--- config.mk ---
export PLATFORM = sky130hd
export DESIGN_NAME = pin_trigger_detect
export DESIGN_NICKNAME = d
export VERILOG_FILES = /design/src/rtl/trig_pkg.sv /design/src/rtl/trig_prev_level.sv /design/src/rtl/trig_pin_eval.sv /design/src/rtl/trig_host_pulse.sv /design/src/rtl/pin_trigger_detect.sv
export SDC_FILE = /design/constraint.sdc
export NUM_CORES = 1
export LEC_CHECK = 0
export BUFFER_PORTS_ARGS = -buffer_cell sky130_fd_sc_hd__buf_4
export CAP_MARGIN = 25
export CORE_UTILIZATION = 37
export DETAILED_ROUTE_END_ITERATION = 16
export GPL_TIMING_DRIVEN = 0
export PLACE_DENSITY = 0.82
export SLEW_MARGIN = 40
export SYNTH_ARGS = -nofsm -noshare
export SYNTH_HDL_FRONTEND = slang
export SYNTH_SLANG_ARGS = --single-unit
--- constraint.sdc ---
create_clock -name clk -period 2.64 [get_ports clk]
set_input_delay 0.132 -clock clk [delete_from_list [all_inputs] [get_ports clk]]
set_output_delay 0.132 -clock clk [all_outputs]
set_load 0.01 [all_outputs]
--- src/rtl/trig_pkg.sv ---
package trig_pkg;
  parameter int unsigned TRIG_DEFAULT_PINS = 8;

  typedef struct packed {
    logic rise;
    logic fall;
    logic high;
    logic low;
  } trig_sel_t;
endpackage

--- src/rtl/trig_prev_level.sv ---
module trig_prev_level #(
  parameter int unsigned W = 8
) (
  input  logic         clk,
  input  logic         rst_n,
  input  logic [W-1:0] lvl,
  output logic [W-1:0] prev_q
);
  // The previous level loads the live level during reset, so a pin that is
  // already high at reset release is not seen as an edge. After reset it
  // updates on every edge, whatever the masks.
  always_ff @(posedge clk) begin
    prev_q <= lvl;
  end

  AST_PREV_TRACKS: assert property (@(posedge clk) 1'b1 |=> (prev_q == $past(lvl)));
endmodule

--- src/rtl/trig_pin_eval.sv ---
module trig_pin_eval
  import trig_pkg::*;
#(
  parameter int unsigned W = 8
) (
  input  logic         [W-1:0] lvl,
  input  logic         [W-1:0] prev,
  input  trig_sel_t    [W-1:0] sel,
  input  logic         [W-1:0] en,
  input  logic         [W-1:0] stat,
  output logic         [W-1:0] hit
);
  for (genvar i = 0; i < W; i++) begin : g_pin
    logic moved;
    logic edge_term;
    logic level_term;
    always_comb begin
      moved      = lvl[i] ^ prev[i];
      edge_term  = moved & ((sel[i].rise & lvl[i]) | (sel[i].fall & ~lvl[i]));
      level_term = (sel[i].high & lvl[i]) | (sel[i].low & ~lvl[i]);
      hit[i]     = (edge_term | level_term) & en[i] & stat[i];
    end
  end
endmodule

--- src/rtl/trig_host_pulse.sv ---
module trig_host_pulse #(
  parameter int unsigned W = 8
) (
  input  logic         clk,
  input  logic         rst_n,
  input  logic [W-1:0] hit,
  output logic [W-1:0] pend_q,
  output logic         pulse_q
);
  logic any_now;
  logic any_was;

  always_comb begin
    any_now = |hit;
    any_was = |pend_q;
  end

  always_ff @(posedge clk) begin
    if (!rst_n) begin
      pend_q  <= '0;
      pulse_q <= 1'b0;
    end else begin
      pend_q  <= hit;
      pulse_q <= any_now & ~any_was;
    end
  end

  AST_PULSE_ON_RISE: assert property (@(posedge clk) disable iff (!rst_n)
    pulse_q |-> ((pend_q != '0) && ($past(pend_q) == '0)));
  AST_PULSE_SINGLE: assert property (@(posedge clk) disable iff (!rst_n)
    pulse_q |=> !pulse_q);
  AST_RESET_QUIET: assert property (@(posedge clk)
    !rst_n |=> ((pend_q == '0) && !pulse_q));
endmodule

--- src/rtl/pin_trigger_detect.sv ---
module pin_trigger_detect
  import trig_pkg::*;
#(
  parameter int unsigned N_PINS = TRIG_DEFAULT_PINS
) (
  input  logic              clk,
  input  logic              rst_n,
  input  logic [N_PINS-1:0] pin_lvl,
  input  logic [N_PINS-1:0] rise_en,
  input  logic [N_PINS-1:0] fall_en,
  input  logic [N_PINS-1:0] high_en,
  input  logic [N_PINS-1:0] low_en,
  input  logic [N_PINS-1:0] irq_en,
  input  logic [N_PINS-1:0] irq_stat,
  output logic [N_PINS-1:0] pend,
  output logic              host_pulse
);
  logic      [N_PINS-1:0] prev_lvl;
  logic      [N_PINS-1:0] hit;
  trig_sel_t [N_PINS-1:0] sel;

  for (genvar i = 0; i < N_PINS; i++) begin : g_sel
    assign sel[i] = '{rise: rise_en[i], fall: fall_en[i],
                      high: high_en[i], low: low_en[i]};
  end

  trig_prev_level #(.W(N_PINS)) u_prev (
    .clk    (clk),
    .rst_n  (rst_n),
    .lvl    (pin_lvl),
    .prev_q (prev_lvl)
  );

  trig_pin_eval #(.W(N_PINS)) u_eval (
    .lvl  (pin_lvl),
    .prev (prev_lvl),
    .sel  (sel),
    .en   (irq_en),
    .stat (irq_stat),
    .hit  (hit)
  );

  trig_host_pulse #(.W(N_PINS)) u_pulse (
    .clk     (clk),
    .rst_n   (rst_n),
    .hit     (hit),
    .pend_q  (pend),
    .pulse_q (host_pulse)
  );

  AST_PEND_GATED: assert property (@(posedge clk) disable iff (!rst_n)
    1'b1 |=> ((pend & ~$past(irq_en & irq_stat)) == '0));
  AST_NO_TRIGGER_QUIET: assert property (@(posedge clk) disable iff (!rst_n)
    1'b1 |=> ((pend & ~$past(rise_en | fall_en | high_en | low_en)) == '0));
endmodule

==> results.json <==
{
  "status": "finished with violations",
  "violations": "DRC",
  "final_antenna_net_count": 0,
  "seqPwrFrac": 0.513,
  "r2r-end": "u_pulse.pulse_q",
  "r2r_cells": 4,
  "wl_mm": 2.05,
  "hold_slack_ns": 0.105,
  "drv_cap": 0,
  "core_area_sq_mm": 0.00173,
  "die_width_um": 44.8,
  "syn_nets": 129,
  "hp-start": "rst_n",
  "mostFrequentLayoutCells": "66 x buf_4, 17 x dfxtp_1",
  "hp-class": "input port to register",
  "grt-ovfl-total": 0,
  "avgSynthCellArea_sq_um": 9.53,
  "ios": 67,
  "critPathKind": "input port to register",
  "clk_path_buf_depth": 2,
  "gp_congestion": 0.662,
  "internal-power_uw": 413,
  "p_leak_nw": 0.641,
  "final_common_cell": "buf_4",
  "mappedNetlistArea_sq_um": 677,
  "clockPowerShare": 0.255,
  "drtIter0Drc": 14,
  "post-route-min-period_ns": 1.38,
  "ys_warn_count": 0,
  "switching_share": 0.229,
  "rows": 15,
  "initial_core_util": 0.392,
  "p_per_area_mw_per_mm2": 409,
  "grt_pass1_wl_mm": 2.99,
  "ys_seq_area_frac": 0.503,
  "critPathArrivalTime_ns": 1.55,
  "cts_tree": "built",
  "synthDistinctLibCells": 13,
  "num_antenna_cells": 0,
  "power_frac_comb": 0.233,
  "clock-sinks": 17,
  "fmax_ghz": 0.725,
  "reg2reg_slack_ns": 1.42,
  "portBuffers": 66,
  "cp-end-kind": "register",
  "firstDrtPassIters": 12,
  "crit_fanout": 3,
  "avgViaCountPerCell": 4.75,
  "layout.nets": 208,
  "root_buffer": "clkbuf_4",
  "peakVddDrop_v": 0.000362,
  "routedWlPerCell_um": 11.8,
  "syn_inst": 71,
  "h-tree-depth": 1,
  "drive_gt1_frac": 0.477,
  "r2r-start": "u_prev.prev_q[4]",
  "grt_max_degree": 10,
  "dieArea_sq_mm": 0.00200,
  "place_ws_ns": 1.51,
  "critPathLaunch": "pin_lvl[5]",
  "finalMaxSlewViolations": 0,
  "cts_buffers": 3,
  "clock_latency_ns": 0.29,
  "dpl.hpwl_mm": 1.64,
  "ys_ff_latch": 17,
  "route.vias.total": 826,
  "max-slew-margin-rel": 0.743,
  "antenna_found_initial": 0,
  "grt_usage": 0.207,
  "hold_end": "u_pulse.pend_q[6]",
  "rsz0062_at_grt": "false",
  "remaining_drc_errors": 2,
  "finalCritPeriodShare": 0.523,
  "finalNonFillerCells": 174,
  "fin_skew_ns": 0.00452,
  "grt_pass1_vias": 759,
  "hold_viol_final": 0,
  "placedCellCount": 162,
  "fin_area_sq_mm": 0.00131,
  "syn_to_final_growth_pct": 93.5,
  "setup_tns_ns": 0,
  "cp.required_ns": 2.81,
  "startpoint_type": "input port",
  "die_y_um": 44.8,
  "p_switching_uw": 123,
  "placed_cell_area_sq_mm": 0.00120,
  "setup_viol": 0,
  "holdPathStages": 2,
  "clkTransAtPathRegs_ns": 0.10,
  "tightest_slew_ns": 0.383,
  "layout_setup_ws_ns": 1.26
}
registers in the layout (all words and copies together), names as in the netlist:
signal	flops
u_pulse.pulse_q	1
u_prev.prev_q	8
u_pulse.pend_q	8
how the worst max path moves through the flow:
stage / end / depth (start not counted)
floorplan: u_pulse.pulse_q / 4
global placement: u_pulse.pulse_q / 4
detailed placement: u_pulse.pulse_q / 4
CTS: u_pulse.pulse_q / 6
global route: u_pulse.pulse_q / 6
finish: u_pulse.pulse_q / 6
power groups by stage:
stage / Combinational, mW / Clock (mW) / Sequential, mW
2_1_floorplan: 0.0277 / 0 / 0.283
3_3_place_gp: 0.110 / 0 / 0.280
3_5_place_dp: 0.115 / 0 / 0.281
4_1_cts: 0.125 / 0.138 / 0.275
5_1_grt: 0.135 / 0.145 / 0.276
6_report: 0.125 / 0.136 / 0.275
synth_stat cells:
| master | instances | area, sq um |
|---|---|---|
| a311oi_1 | 8 | 70.1 |
| dfxtp_1 | 17 | 340 |
| nor3_1 | 1 | 5.00 |
| nor4_1 | 3 | 18.8 |
| nand2b_4 | 1 | 13.8 |
| and2_2 | 1 | 7.51 |
| a21oi_1 | 1 | 5.00 |
| a211oi_1 | 8 | 60.1 |
| inv_1 | 8 | 30.0 |
| and2_1 | 7 | 43.8 |
| nand2_1 | 8 | 30.0 |
| nand4b_1 | 1 | 8.76 |
| nand2b_1 | 7 | 43.8 |
what timing repair did:
| item | in CTS | in global routing |
|---|---|---|
| hold buffers | 8 | 0 |
| resized for setup | 0 | 0 |
| hold endpoints to repair | 8 | 0 |
| setup buffers | 0 | 0 |
kinds of logic after synthesis:
group           Yosys count  share of synthesized area
buf+inv                   8                     0.0444
compound gates           17                      0.200
simple gates             29                      0.253
flops                    17                      0.503
critical path: stages:
cell and delay, ns:
dlygate4sd3_1 0.55, buf_4 0.15, a211oi_1 0.17, a311oi_1 0.10
nor4_1 0.32, a21oi_1 0.12
metal layers:
layer | GRT usage | vias up | part of all wire | routed length [um]
met1 | 0.202 | 381 | 0.35 | 720
met4 | 0.0667 | 0 | 0 | 0
met3 | 0.0640 | 0 | 0.067 | 137
li1 | - | 412 | - | -
met5 | 0 | - | 0 | 0
met2 | 0.406 | 33 | 0.58 | 1190
cell type report:
cell class | count | area [sq um]
tap | 25 | 31.3
clock buffer | 4 | 26.3
inverter | 8 | 30.0
multi-input combinational | 46 | 307
fill | 128 | 417
sequential | 17 | 340
timing repair buffer | 74 | 576
metrics by stage:
step / util / power, mW
after floorplan: - / 0.311
after global placement: 0.697 / 0.391
after detailed placement: 0.697 / 0.395
after CTS: 0.759 / 0.538
after global routing: 0.759 / 0.556
final: 0.759 / 0.536
(Power assumes the default switching activity.)
